==> src/rtl/mt_issue_pkg.sv <==
package mt_issue_pkg;

   // What the commit stage reported for a thread in a given cycle.
   typedef enum logic [1:0] {
      CMT_NONE   = 2'd0,
      CMT_RETIRE = 2'd1,
      CMT_REPLAY = 2'd2
   } cmt_kind_e;

   function automatic cmt_kind_e classify_commit(input logic valid, input logic replay);
      if (!valid)      return CMT_NONE;
      else if (replay) return CMT_REPLAY;
      else             return CMT_RETIRE;
   endfunction

endpackage

==> src/rtl/mti_slot_ctr.sv <==
module mti_slot_ctr #(
   parameter int NUM_THREADS = 64,
   localparam int TID_W = (NUM_THREADS > 1) ? $clog2(NUM_THREADS) : 1
) (
   input  logic             clk,
   input  logic             rst_n,
   output logic [TID_W-1:0] slot
);

   localparam logic [TID_W-1:0] LAST = TID_W'(NUM_THREADS - 1);

   generate
      if ((1 << TID_W) == NUM_THREADS) begin : g_pow2
         // The natural binary wrap gives the rotation.
         always_ff @(posedge clk or negedge rst_n) begin
            if (!rst_n) slot <= '0;
            else        slot <= slot + 1'b1;
         end
      end else begin : g_wrap
         always_ff @(posedge clk or negedge rst_n) begin
            if (!rst_n)             slot <= '0;
            else if (slot == LAST)  slot <= '0;
            else                    slot <= slot + 1'b1;
         end
      end
   endgenerate

endmodule

==> src/rtl/mti_thread_state.sv <==
module mti_thread_state
   import mt_issue_pkg::*;
#(
   parameter int NUM_THREADS = 64,
   localparam int TID_W = (NUM_THREADS > 1) ? $clog2(NUM_THREADS) : 1
) (
   input  logic                   clk,
   input  logic                   rst_n,
   input  logic                   issue_fire,
   input  logic [TID_W-1:0]       issue_tid,
   input  cmt_kind_e              cmt_kind,
   input  logic [TID_W-1:0]       cmt_tid,
   input  logic                   advance,
   output logic [NUM_THREADS-1:0] inflight,
   output logic [NUM_THREADS-1:0] retired,
   output logic [NUM_THREADS-1:0] reissue
);

   generate
      for (genvar t = 0; t < NUM_THREADS; t++) begin : g_thr
         logic hit_issue;
         logic hit_cmt;
         assign hit_issue = issue_fire && (issue_tid == TID_W'(t));
         assign hit_cmt   = (cmt_kind != CMT_NONE) && (cmt_tid == TID_W'(t));

         // The in-flight bit covers one instruction from issue until commit.
         always_ff @(posedge clk or negedge rst_n) begin
            if (!rst_n)         inflight[t] <= 1'b0;
            else if (hit_issue) inflight[t] <= 1'b1;
            else if (hit_cmt)   inflight[t] <= 1'b0;
         end

         // The retired mark holds for one simulated cycle; the barrier clears it.
         always_ff @(posedge clk or negedge rst_n) begin
            if (!rst_n)       retired[t] <= 1'b0;
            else if (advance) retired[t] <= 1'b0;
            else if (hit_cmt && cmt_kind == CMT_RETIRE) retired[t] <= 1'b1;
         end

         // A replay report sets the reissue mark; a later retire clears it.
         always_ff @(posedge clk or negedge rst_n) begin
            if (!rst_n) reissue[t] <= 1'b0;
            else if (hit_cmt) reissue[t] <= (cmt_kind == CMT_REPLAY);
         end
      end
   endgenerate

endmodule

==> src/rtl/mti_barrier.sv <==
module mti_barrier #(
   parameter int NUM_THREADS = 64,
   parameter int TCYC_W      = 64
) (
   input  logic                   clk,
   input  logic                   rst_n,
   input  logic [NUM_THREADS-1:0] active_mask,
   input  logic [NUM_THREADS-1:0] retired,
   output logic                   advance,
   output logic [TCYC_W-1:0]      tcycle
);

   logic all_retired;
   logic any_active;

   always_comb begin
      all_retired = &(retired | ~active_mask);
      any_active  = |active_mask;
      advance     = all_retired && any_active;
   end

   always_ff @(posedge clk or negedge rst_n) begin
      if (!rst_n)       tcycle <= '0;
      else if (advance) tcycle <= tcycle + 1'b1;
   end

endmodule

==> src/rtl/mt_rr_issue.sv <==
module mt_rr_issue
   import mt_issue_pkg::*;
#(
   parameter int NUM_THREADS = 64,
   parameter int TCYC_W      = 64,
   localparam int TID_W = (NUM_THREADS > 1) ? $clog2(NUM_THREADS) : 1
) (
   input  logic                   clk,
   input  logic                   rst_n,
   input  logic [NUM_THREADS-1:0] active_mask,
   input  logic [NUM_THREADS-1:0] stall_req,
   input  logic                   cmt_valid,
   input  logic [TID_W-1:0]       cmt_tid,
   input  logic                   cmt_replay,
   output logic                   issue_valid,
   output logic [TID_W-1:0]       issue_tid,
   output logic                   issue_replay,
   output logic [TCYC_W-1:0]      tcycle
);

   generate
      if (NUM_THREADS < 2 || NUM_THREADS > 1024) begin : g_bad_threads
         $error("mt_rr_issue: NUM_THREADS must lie in 2..1024");
      end
      if (TCYC_W < 8 || TCYC_W > 64) begin : g_bad_tcyc
         $error("mt_rr_issue: TCYC_W must lie in 8..64");
      end
   endgenerate

   logic [TID_W-1:0]       slot;
   logic [NUM_THREADS-1:0] inflight;
   logic [NUM_THREADS-1:0] retired;
   logic [NUM_THREADS-1:0] reissue;
   logic                   advance;
   cmt_kind_e              cmt_kind;

   mti_slot_ctr #(.NUM_THREADS(NUM_THREADS)) u_slot (
      .clk   (clk),
      .rst_n (rst_n),
      .slot  (slot)
   );

   always_comb begin
      cmt_kind     = classify_commit(cmt_valid, cmt_replay);
      issue_tid    = slot;
      issue_valid  = active_mask[slot] && !stall_req[slot] &&
                     !inflight[slot] && !retired[slot];
      issue_replay = issue_valid && reissue[slot];
   end

   mti_thread_state #(.NUM_THREADS(NUM_THREADS)) u_state (
      .clk        (clk),
      .rst_n      (rst_n),
      .issue_fire (issue_valid),
      .issue_tid  (slot),
      .cmt_kind   (cmt_kind),
      .cmt_tid    (cmt_tid),
      .advance    (advance),
      .inflight   (inflight),
      .retired    (retired),
      .reissue    (reissue)
   );

   mti_barrier #(.NUM_THREADS(NUM_THREADS), .TCYC_W(TCYC_W)) u_barrier (
      .clk         (clk),
      .rst_n       (rst_n),
      .active_mask (active_mask),
      .retired     (retired),
      .advance     (advance),
      .tcycle      (tcycle)
   );

endmodule

==> config.mk <==
export PLATFORM = sky130hd
export DESIGN_NAME = mt_rr_issue
export DESIGN_NICKNAME = d
export VERILOG_FILES = /design/src/rtl/mt_issue_pkg.sv /design/src/rtl/mti_slot_ctr.sv /design/src/rtl/mti_thread_state.sv /design/src/rtl/mti_barrier.sv /design/src/rtl/mt_rr_issue.sv
export SDC_FILE = /design/constraint.sdc
export NUM_CORES = 1
export LEC_CHECK = 0
export BUFFER_PORTS_ARGS = -buffer_cell sky130_fd_sc_hd__buf_2
export CAP_MARGIN = 25
export CORE_ASPECT_RATIO = 0.5
export CORE_MARGIN = 8
export CORE_UTILIZATION = 40
export CTS_CLUSTER_SIZE = 28
export DETAILED_ROUTE_END_ITERATION = 8
export SKIP_CTS_REPAIR_TIMING = 1
export SLEW_MARGIN = 20
export SYNTH_ARGS = -nofsm -noshare
export SYNTH_HDL_FRONTEND = slang
export SYNTH_SLANG_ARGS = --single-unit
==> constraint.sdc <==
create_clock -name clk -period 4.25 [get_ports clk]
set_clock_uncertainty 0.1 [all_clocks]
set_input_delay 0 -clock clk [delete_from_list [all_inputs] [get_ports clk]]
set_output_delay 0 -clock clk [all_outputs]
set_load 0.1 [all_outputs]
# Word level (Yosys, flattened, before mapping)
# Index checks and enable logic that the tools add are counted.
dict set report totals {
  reg_bits 262
  in_bits 138
  out_inout_bits 72
  elab_cells 928
}
dict set report op_classes {
  n_eq_ne 128
  bitwise 2
  n_addsub 2
  n_lt_le_gt_ge 1
  n_mux 268
  n_reduce_logical 333
}
# cell count
set ops {}
lappend ops {{$eq A6 B6 Y1 const B} 64}
lappend ops {{$mux W1} 261}
lappend ops {{$reduce_bool A2 Y1} 129}
lappend ops {{$logic_and A1 B1 Y1} 197}
lappend ops {{$eq A6 B5 Y1 const B} 32}
lappend ops {{$eq A6 B4 Y1 const B} 16}
lappend ops {{$add A64 B1 Y64 const B} 1}
lappend ops {{$not A64 Y64} 1}
lappend ops {{$or A64 B64 Y64} 1}
lappend ops {{$reduce_and A64 Y1} 1}
lappend ops {{$reduce_or A64 Y1} 1}
lappend ops {{$eq A6 B3 Y1 const B} 8}
lappend ops {{$bmux W1 S6} 5}
lappend ops {{$eq A6 B2 Y1 const B} 4}
lappend ops {{$eq A6 B1 Y1 const B} 2}
lappend ops {{$logic_not A6 Y1} 2}
lappend ops {{$lt A6 B7 Y1 const B} 1}
lappend ops {{$add A6 B1 Y6 const B} 1}
lappend ops {{$mux W2} 2}
lappend ops {{$logic_not A1 Y1} 3}
lappend ops {{$eq A2 B1 Y1 const B} 1}
lappend ops {{$eq A2 B2 Y1 const B} 1}

# Longest topological paths before layout
# Gate-level depths: netlist (run 1).
dict set report depth {
  depth_word 8
  depth_mapped 12
  ltp_nobuf 7
}

# By module
# From an unflattened synthesis (run 1), not the netlist that was laid out.
dict set report hier_totals {
  cells_unflattened 1299
  area_unflattened_um2 13705.6
}
# mod cells_per_inst area_each_um2 seq_area_each_um2 n_inst
set by_module_without_submodules {}
lappend by_module_without_submodules {mti_thread_state 625 7717.4 4804.6 1}
lappend by_module_without_submodules {mti_barrier 429 3925.0 1601.5 1}
lappend by_module_without_submodules {mt_rr_issue 229 1840.5 0.0 1}
lappend by_module_without_submodules {mti_slot_ctr 16 222.7 150.1 1}

# Worst setup path after synthesis (run 1)
# OpenSTA, ideal clock, no wires.
dict set report synth_path {
  path_kind {register -> output}
  startpoint {register u_slot.slot[1]}
  endpoint {output port issue_replay}
  slack_ns -2.335
  path_stages_with_launch 12
  arrival_time_ns 6.485
  path_buffers 4
  required_ns 4.150
  path_cell_list {dfrtp_1 buf_2 buf_6 clkbuf_1 clkbuf_1 mux4_1 a22oi_1 nand2_1 mux2i_1 o22ai_1 nor3_2 nor3b_1}
}
dict set report synth_via {
  elab_chain_len 7
  elab_cells_between_ends 17
  cone_classes {mux: 10; reduce/logical: 7}
}
# item line
set synth_rtl {}
lappend synth_rtl {{from (decl)} mti_slot_ctr.sv:7} ;# output logic [TID_W-1:0] slot
lappend synth_rtl {{from (signal assigned)} mti_slot_ctr.sv:17} ;# else slot <= slot + 1'b1;
lappend synth_rtl {{$bmux W1 S6} mt_rr_issue.sv:46} ;# issue_valid = active_mask[slot] && !stall_req[slot] &&
lappend synth_rtl {{$mux W1 (implied by the code)} mt_rr_issue.sv:46}
lappend synth_rtl {{$logic_not A1 Y1} mt_rr_issue.sv:46}
lappend synth_rtl {{$logic_and A1 B1 Y1 (2 in a row)} mt_rr_issue.sv:46}
lappend synth_rtl {{$logic_and A1 B1 Y1 (*)} mt_rr_issue.sv:47} ;# !inflight[slot] && !retired[slot];
lappend synth_rtl {{net issue_valid} mt_rr_issue.sv:15} ;# output logic issue_valid,
lappend synth_rtl {{$logic_and A1 B1 Y1 (*)} mt_rr_issue.sv:48} ;# issue_replay = issue_valid && reissue[slot];
lappend synth_rtl {{to (decl)} mt_rr_issue.sv:17} ;# output logic issue_replay,
# Mark *: on every way through the listed nets, which the timed path passes. The rest lies on a longest branch. The select of a mux whose other input is x is not followed.

# Worst setup path after layout (run 1)
dict set report layout_path {
  startpoint {register u_slot.slot[0]}
  endpoint {output port issue_replay}
}
dict set report layout_via {
  elab_chain_len 7
  elab_cells_between_ends 17
  cone_classes {mux: 10; reduce/logical: 7}
}
# item line
set layout_rtl {}
lappend layout_rtl {{$bmux W1 S6} mt_rr_issue.sv:46}
lappend layout_rtl {{$mux W1 (implied by the code)} mt_rr_issue.sv:46}
lappend layout_rtl {{$logic_not A1 Y1} mt_rr_issue.sv:46}
lappend layout_rtl {{$logic_and A1 B1 Y1 (2 in a row)} mt_rr_issue.sv:46}
lappend layout_rtl {{$logic_and A1 B1 Y1} mt_rr_issue.sv:47}
lappend layout_rtl {{$logic_and A1 B1 Y1 (*)} mt_rr_issue.sv:48}
# Every way passes the cells marked *; elsewhere a longest branch is shown, timed or not. The select of a mux whose other input is x is not followed.

==> flow_metrics.py, run 1 <==
metrics = {
    "worst_setup_path": {
        "path_cells": "buf_12 -> mux4_1 -> nor4_1 -> a211oi_1 -> a32o_2 -> nor3_4 -> nor3b_4 -> buf_2",
        "critPathKind": "flip-flop to primary output",
        "required_ns": 4.15,
        "slowest_stage": "dfrtp_4",
        "slowest_delay_ns": 0.74,
        "startpoint_type": "flip-flop",
        "crit_start": "u_slot.slot[0]",
        "cp.arrival_ns": 3.96,
        "r2r-start": "u_slot.slot[0]",
        "crit_fanout": 28,
        "end_kind": "primary output",
    },
    "yosys": {
        "syn_area_um2": 14000,
        "synth_edf_count": 0,
        "ys_warn_count": 0,
        "synthDistinctLibCells": 60,
        "syn_inst": 1318,
        "synthFlopType": "dfrtp_1",
        "async_reset_ff_frac": 1.00,
        "synth_nets": 1461,
        "syn_avg_cell_area_um2": 10.6,
        "synth_seq_cells": 262,
        "yosysSeqAreaShare": 0.469,
    },
    "finish": {
        "layout.cells.most_common": "dfrtp_1",
        "num_antenna_cells": 0,
        "fillCellCount": 3241,
        "layout_common_cells": "259 x dfrtp_1, 208 x buf_2, 143 x nand2_1, 78 x nor2_1, 69 x o21ai_0",
        "drive_gt1_frac": 0.244,
        "finalNetCount": 1650,
        "register_area_um2": 6570,
        "multi_input_comb_area_um2": 6780,
        "syn_to_final_growth_pct": 17.7,
        "finish.utilization": 0.477,
    },
    "sta": {
        "finalCriticalPeriod_ns": 4.06,
        "tns_ns": 0,
        "max_freq_ghz": 0.246,
        "drv_slew": 0,
        "slew_headroom": 0.287,
        "worst_pin_slew_ns": 1.07,
        "whs_ns": -0.0349,
        "setup_viol": 0,
        "rsz0062_at_grt": "false",
        "finalCritPeriodShare": 0.955,
        "finalHoldViolCount": 11,
        "final.setup.worst_slack_ns": 0.192,
    },
    "grt": {
        "antenna_found_initial": 0,
        "grt_pass1_wl_um": 78200,
        "grtUsageTotal": 0.242,
        "grt_max_degree": 129,
        "grt_overflow": 0,
        "grt_pass1_vias": 12476,
    },
    "run_status": {
        "status": "complete, but fails checks",
        "violations": "negative hold slack",
    },
    "clock_network": {
        "cts_tree": "built",
        "clockBufferDepth": 3,
        "cts_buffers": 27,
        "clock_latency_ns": 0.55,
        "cts_max_level": 1,
        "cts.sinks": 262,
        "root_buffer": "clkbuf_16",
        "clk_pin_slew_ns": 0.07,
    },
    "routing": {
        "drtAntennaViolNets": 0,
        "totalWireLength_um": 51700,
        "wl_per_cell_um": 25.9,
        "drt_iter0_drc": 1160,
        "first_pass_iters": 5,
        "num_vias": 12249,
        "drcViolationCount": 0,
        "drt-vias-per-instance": 6.13,
    },
    "floorplanning": {
        "ios": 210,
        "die_y_um": 148,
        "core_area_um2": 34500,
        "die_area_um2": 41500,
        "die_w_um": 280,
        "initial_core_util": 0.405,
        "rows": 48,
    },
    "pwr": {
        "power.total_mw": 5.72,
        "ir_drop_mv": 0.281,
        "powerDensity_nw_per_um2": 348,
        "leakage_nw": 7.54,
    },
    "placement": {
        "io_buffers": 209,
        "dpl_worst_slack_ns": 0.788,
        "routabilityCongestion": 0.997,
        "hpwl_um": 36800,
    },
    "min_path": {
        "hold_path_class": "input pin to asynchronous set/reset pin",
    },
    "run": {
        "cap_violations": 0,
    },
}
-- layout make-up --
type | count | share of cell area
Timing Repair Buffer | 258 | 0.0910
Tap cell | 475 | 0.0361
Sequential cell | 262 | 0.399
Clock buffer | 39 | 0.0469
Inverter | 48 | 0.0110
Multi-Input combinational cell | 910 | 0.412
Clock inverter | 6 | 0.00358
-- synth_stat cells, types with 8 or more instances --
library cell	number	area [um^2]
buf_1	12	45.0
nor2_1	84	315
nor4_1	26	163
nand2b_1	11	68.8
mux2i_1	13	130
mux4_2	37	833
buf_2	10	50.1
and2_1	19	119
and4_1	8	70.1
a32o_1	49	490
nand4_1	58	363
nor2b_1	20	125
a21oi_1	15	75.1
a22o_1	19	166
clkbuf_1	53	199
mux4_1	22	578
dfrtp_1	262	6560
xnor2_1	65	569
nand3_1	28	140
o21ai_0	69	345
nor3_1	24	120
o22ai_1	17	106
and3_1	42	263
a22oi_1	20	150
inv_1	47	176
nor3b_1	9	67.6
a31oi_1	59	369
nand2_1	144	541
-- metal layers --
layer / share of wire / global-route usage / vias up
met5: 0 / 0 / -
met4: 0.034 / 0.0784 / 0
met3: 0.081 / 0.0522 / 119
met2: 0.48 / 0.394 / 621
met1: 0.41 / 0.322 / 6210
li1: - / - / 5299
-- logic make-up (layout without fill, tap and decap cells) --
| kind of cell | count (synthesis) | count (layout) | share of synthesized area |
|---|---|---|---|
| and+or+nand+nor | 488 | 488 | 0.180 |
| adders and majority gates | 5 | 5 | 0.00448 |
| xor gates and xnor gates | 67 | 67 | 0.0420 |
| DFF | 262 | 262 | 0.469 |
| AOI/OAI and AO/OA | 272 | 272 | 0.136 |
| muxes | 78 | 78 | 0.116 |
| buffers and inverters | 146 | 351 | 0.0521 |
-- worst paths after layout --
check | to | slack, ns | cells past startpoint
hold reg to reg | u_state.reissue[35] | 0.38 | 2
hold / removal | u_barrier.tcycle[25] | -0.03 | 2
setup reg to reg | u_state.inflight[3] | 0.76 | 7
setup / recovery | issue_replay | 0.19 | 8
min in group clk | u_state.retired[47] | -0.01 | 5
max in group asynchronous | u_state.retired[4] | 2.85 | 3
-- state kept, by name, indices dropped and copies added (netlist names) --
signal	cells
u_barrier.tcycle	64
u_slot.slot	6
u_state.inflight	64
u_state.reissue	64
u_state.retired	64
-- stage by stage --
stage | cell area (um^2) | std cells
2_1_floorplan | 14000 | 1318
3_3_place_gp | 15500 | 1940
3_5_place_dp | 15500 | 1944
4_1_cts | 16400 | 1989
5_1_grt | 16400 | 1998
6_report | 16400 | 1998
-- where the power goes --
group / leakage (nW) / internal [mW] / switching [mW]
logic: 3.63 / 0.264 / 0.351
registers: 3.50 / 2.65 / 0.139
clock network: 0.411 / 1.31 / 1.01
-- worst max-delay path, delay by kind of cell, from the launching register on --
family	cells	cell delay, ns
muxes	1	0.65
DFF	1	0.74
AOI/OAI and AO/OA	2	0.44
and+or+nand+nor	3	0.79
buffers and inverters	2	0.76
Power figures use the tool's default switching activity.
==> inputs of run 2 (changes only) <==
--- a/config.mk
+++ b/config.mk
@@ -5,6 +5,7 @@
 export SDC_FILE = /design/constraint.sdc
 export NUM_CORES = 1
 export LEC_CHECK = 0
+export ABC_AREA = 1
 export BUFFER_PORTS_ARGS = -buffer_cell sky130_fd_sc_hd__buf_2
 export CAP_MARGIN = 25
 export CORE_ASPECT_RATIO = 0.5
==> run 2 against run 1 <==
  * The flow still finishes with violations (negative hold slack)
  * Count of clock-buffer cells in the layout is 2 lower
  * Non-clock buffer count up 2
  * Combinational power up 14%
  * Synthesized cell count rose by 94%
  * Power is 3.1% higher
  * Critical path depth rose by 6
  * Sequential share of layout area down 5.8 points
  * Wire length is 20% higher
  * Fmax is 6.9% higher
  * First-iteration DRC count grew 42%
  * Register-to-register slack better by 0.06 ns
  * Cell area is 17% higher
  * Critical path type unchanged
  * Highest routed layer is now met5
==> flow_metrics.py, run 2 <==
metrics = {
    "run_status": {
        "status": "complete, but fails checks",
        "violations": "negative hold slack",
    },
    "finish": {
        "fillCellCount": 4362,
        "layout.cells.most_common": "nand2_1",
        "drive_gt1_frac": 0.114,
        "num_antenna_cells": 0,
        "finalNetCount": 2879,
        "finish.utilization": 0.463,
        "layout_common_cells": "880 x nand2_1, 405 x nor2_1, 281 x inv_1, 260 x dfrtp_1, 206 x buf_2",
        "syn_to_final_growth_pct": 15.5,
    },
    "sta": {
        "drv_slew": 0,
        "max_freq_ghz": 0.264,
        "final.setup.worst_slack_ns": 0.456,
        "whs_ns": -0.0295,
        "worst_pin_slew_ns": 1.09,
        "setup_viol": 0,
        "finalCriticalPeriod_ns": 3.79,
        "finalCritPeriodShare": 0.893,
        "tns_ns": 0,
        "rsz0062_at_grt": "false",
        "finalHoldViolCount": 3,
        "slew_headroom": 0.269,
    },
    "grt": {
        "grt_pass1_vias": 16459,
        "grt_max_degree": 192,
        "grtUsageTotal": 0.243,
        "antenna_found_initial": 3,
        "grt_pass1_wl_um": 95100,
        "grt_overflow": 0,
    },
    "pwr": {
        "leakage_nw": 9.81,
        "ir_drop_mv": 0.247,
        "powerDensity_nw_per_um2": 306,
        "power.total_mw": 5.90,
    },
    "clock_network": {
        "cts.sinks": 262,
        "clockBufferDepth": 3,
        "cts_buffers": 26,
        "clk_pin_slew_ns": 0.07,
        "clock_latency_ns": 0.58,
        "root_buffer": "clkbuf_16",
        "cts_max_level": 1,
        "cts_tree": "built",
    },
    "worst_setup_path": {
        "slowest_stage": "inv_4",
        "cp.arrival_ns": 3.69,
        "slowest_delay_ns": 0.63,
        "required_ns": 4.15,
        "worstSetupPathDepth": 14,
        "cpMostUsedCell": "nand2_1",
        "crit_fanout": 76,
        "r2r_slack_ns": 0.82,
        "path_cells": "inv_4 -> nand2_1 -> nand3_1 -> nand2_1 -> nand2_1 -> nand2_1 -> nor2_1 -> nor2_1 -> nor2_1 -> nand2_1 -> nor2_4 -> nand2_1 -> nor2_1 -> buf_12",
        "critPathKind": "flip-flop to primary output",
        "reg2reg_depth": 14,
        "path_delay_family": "simple AND/OR/NAND/NOR gates",
        "r2r-start": "u_slot.slot[0]",
        "critPathBufInv": 2,
        "startpoint_type": "flip-flop",
        "end_kind": "primary output",
        "regToRegEndpoint": "u_state.inflight[40]",
    },
    "yosys": {
        "async_reset_ff_frac": 1.00,
        "syn_inst": 2561,
        "synth_most_common_cell": "nand2_1",
        "syn_avg_cell_area_um2": 6.51,
        "yosysSeqAreaShare": 0.393,
        "syn_area_um2": 16700,
        "synth.top_cell.area_share": 0.393,
        "synth_common_cells": "881 x nand2_1, 409 x nor2_1, 282 x inv_1",
        "ys_warn_count": 0,
        "synth_seq_cells": 262,
        "synth_area_leader_cell": "dfrtp_1",
        "synthDistinctLibCells": 30,
        "synthFlopType": "dfrtp_1",
        "synth_nets": 2704,
        "synthTopCellsByArea": "dfrtp_1 39%, nand2_1 20%, nor2_1 9.2%",
        "synth_edf_count": 0,
    },
    "run": {
        "cap_violations": 0,
    },
    "routing": {
        "totalWireLength_um": 61900,
        "first_pass_iters": 7,
        "wl_per_cell_um": 18.7,
        "num_vias": 17039,
        "drt_iter0_drc": 1644,
        "drcViolationCount": 0,
        "drt-vias-per-instance": 5.16,
        "drtAntennaViolNets": 0,
    },
    "min_path": {
        "hold_path_class": "input pin to flip-flop",
        "hold_path_startpoint": "active_mask[24]",
        "min_to": "u_state.retired[51]",
        "hold_depth": 8,
    },
    "placement": {
        "hpwl_um": 44500,
        "io_buffers": 209,
        "dpl_worst_slack_ns": 0.958,
        "routabilityCongestion": 0.933,
    },
    "floorplanning": {
        "die_y_um": 160,
        "initial_core_util": 0.401,
        "core_area_um2": 41600,
        "die_area_um2": 48900,
        "ios": 210,
        "rows": 53,
        "die_w_um": 305,
    },
}
[run 2: worst max-delay path by stage]
| stage | from | to | slack [ns] |
|---|---|---|---|
| finish | u_slot.slot[0] | issue_replay | 0.46 |
| global route | u_slot.slot[0] | issue_replay | 0.18 |
| CTS | u_slot.slot[0] | issue_replay | 0.49 |
| detailed placement | u_slot.slot[0] | u_state.inflight[40] | 0.96 |
| global placement | u_slot.slot[0] | u_state.inflight[7] | 0.97 |
| floorplan | u_slot.slot[0] | issue_replay | 0.43 |
[run 2: cell type report]
cell class,instances,area (um^2),share of cell area
clock buffer,37,762,0.0396
multi-input combinational,1899,8490,0.441
clock inverter,10,91.3,0.00474
tap,550,688,0.0357
timing repair buffer,260,1590,0.0823
sequential,262,6560,0.341
inverter,287,1080,0.0561
[run 2: layer usage]
metal,vias up,track usage,part of all wire
li1,8337,-,-
met4,4,0.0606,0.025
met5,-,0,0.00037
met2,608,0.401,0.46
met3,100,0.0512,0.078
met1,7990,0.326,0.43
[run 2: stage by stage]
stage	area (um^2)	cells
final	19300	3305
after global routing	19300	3305
after CTS	19100	3291
after detailed placement	18200	3244
after global placement	18200	3244
after floorplan	16700	2561
[run 2: cells by family after synthesis]
kind of cell,share of synthesized area
adder cells (fa/ha/maj),0.00375
AND/OR/NAND/NOR,0.375
buffers and inverters,0.0994
XOR/XNOR,0.0347
flip-flops,0.393
AO/OA/AOI/OAI,0.0941
[run 2: worst reg2reg max path, cell delays in order (launching register included)]
cell and delay, ns:
dfrtp_4 0.50, inv_4 0.63, nand2_1 0.19, nand3_1 0.10, nand2_1 0.06, nand2_1 0.08
nand2_1 0.09, nor2_1 0.09, nor2_1 0.04, nor2_1 0.23, nand2_1 0.13, nor2_4 0.41
buf_4 0.43, nand3_1 0.17, nand2_1 0.09
[run 2: report_power, final]
group / total [mW] / switching, mW / internal [mW] / leakage (nW)
sequential: 2.82 / 0.131 / 2.68 / 3.35
clock: 2.38 / 1.07 / 1.31 / 0.420
combinational: 0.704 / 0.428 / 0.276 / 6.04
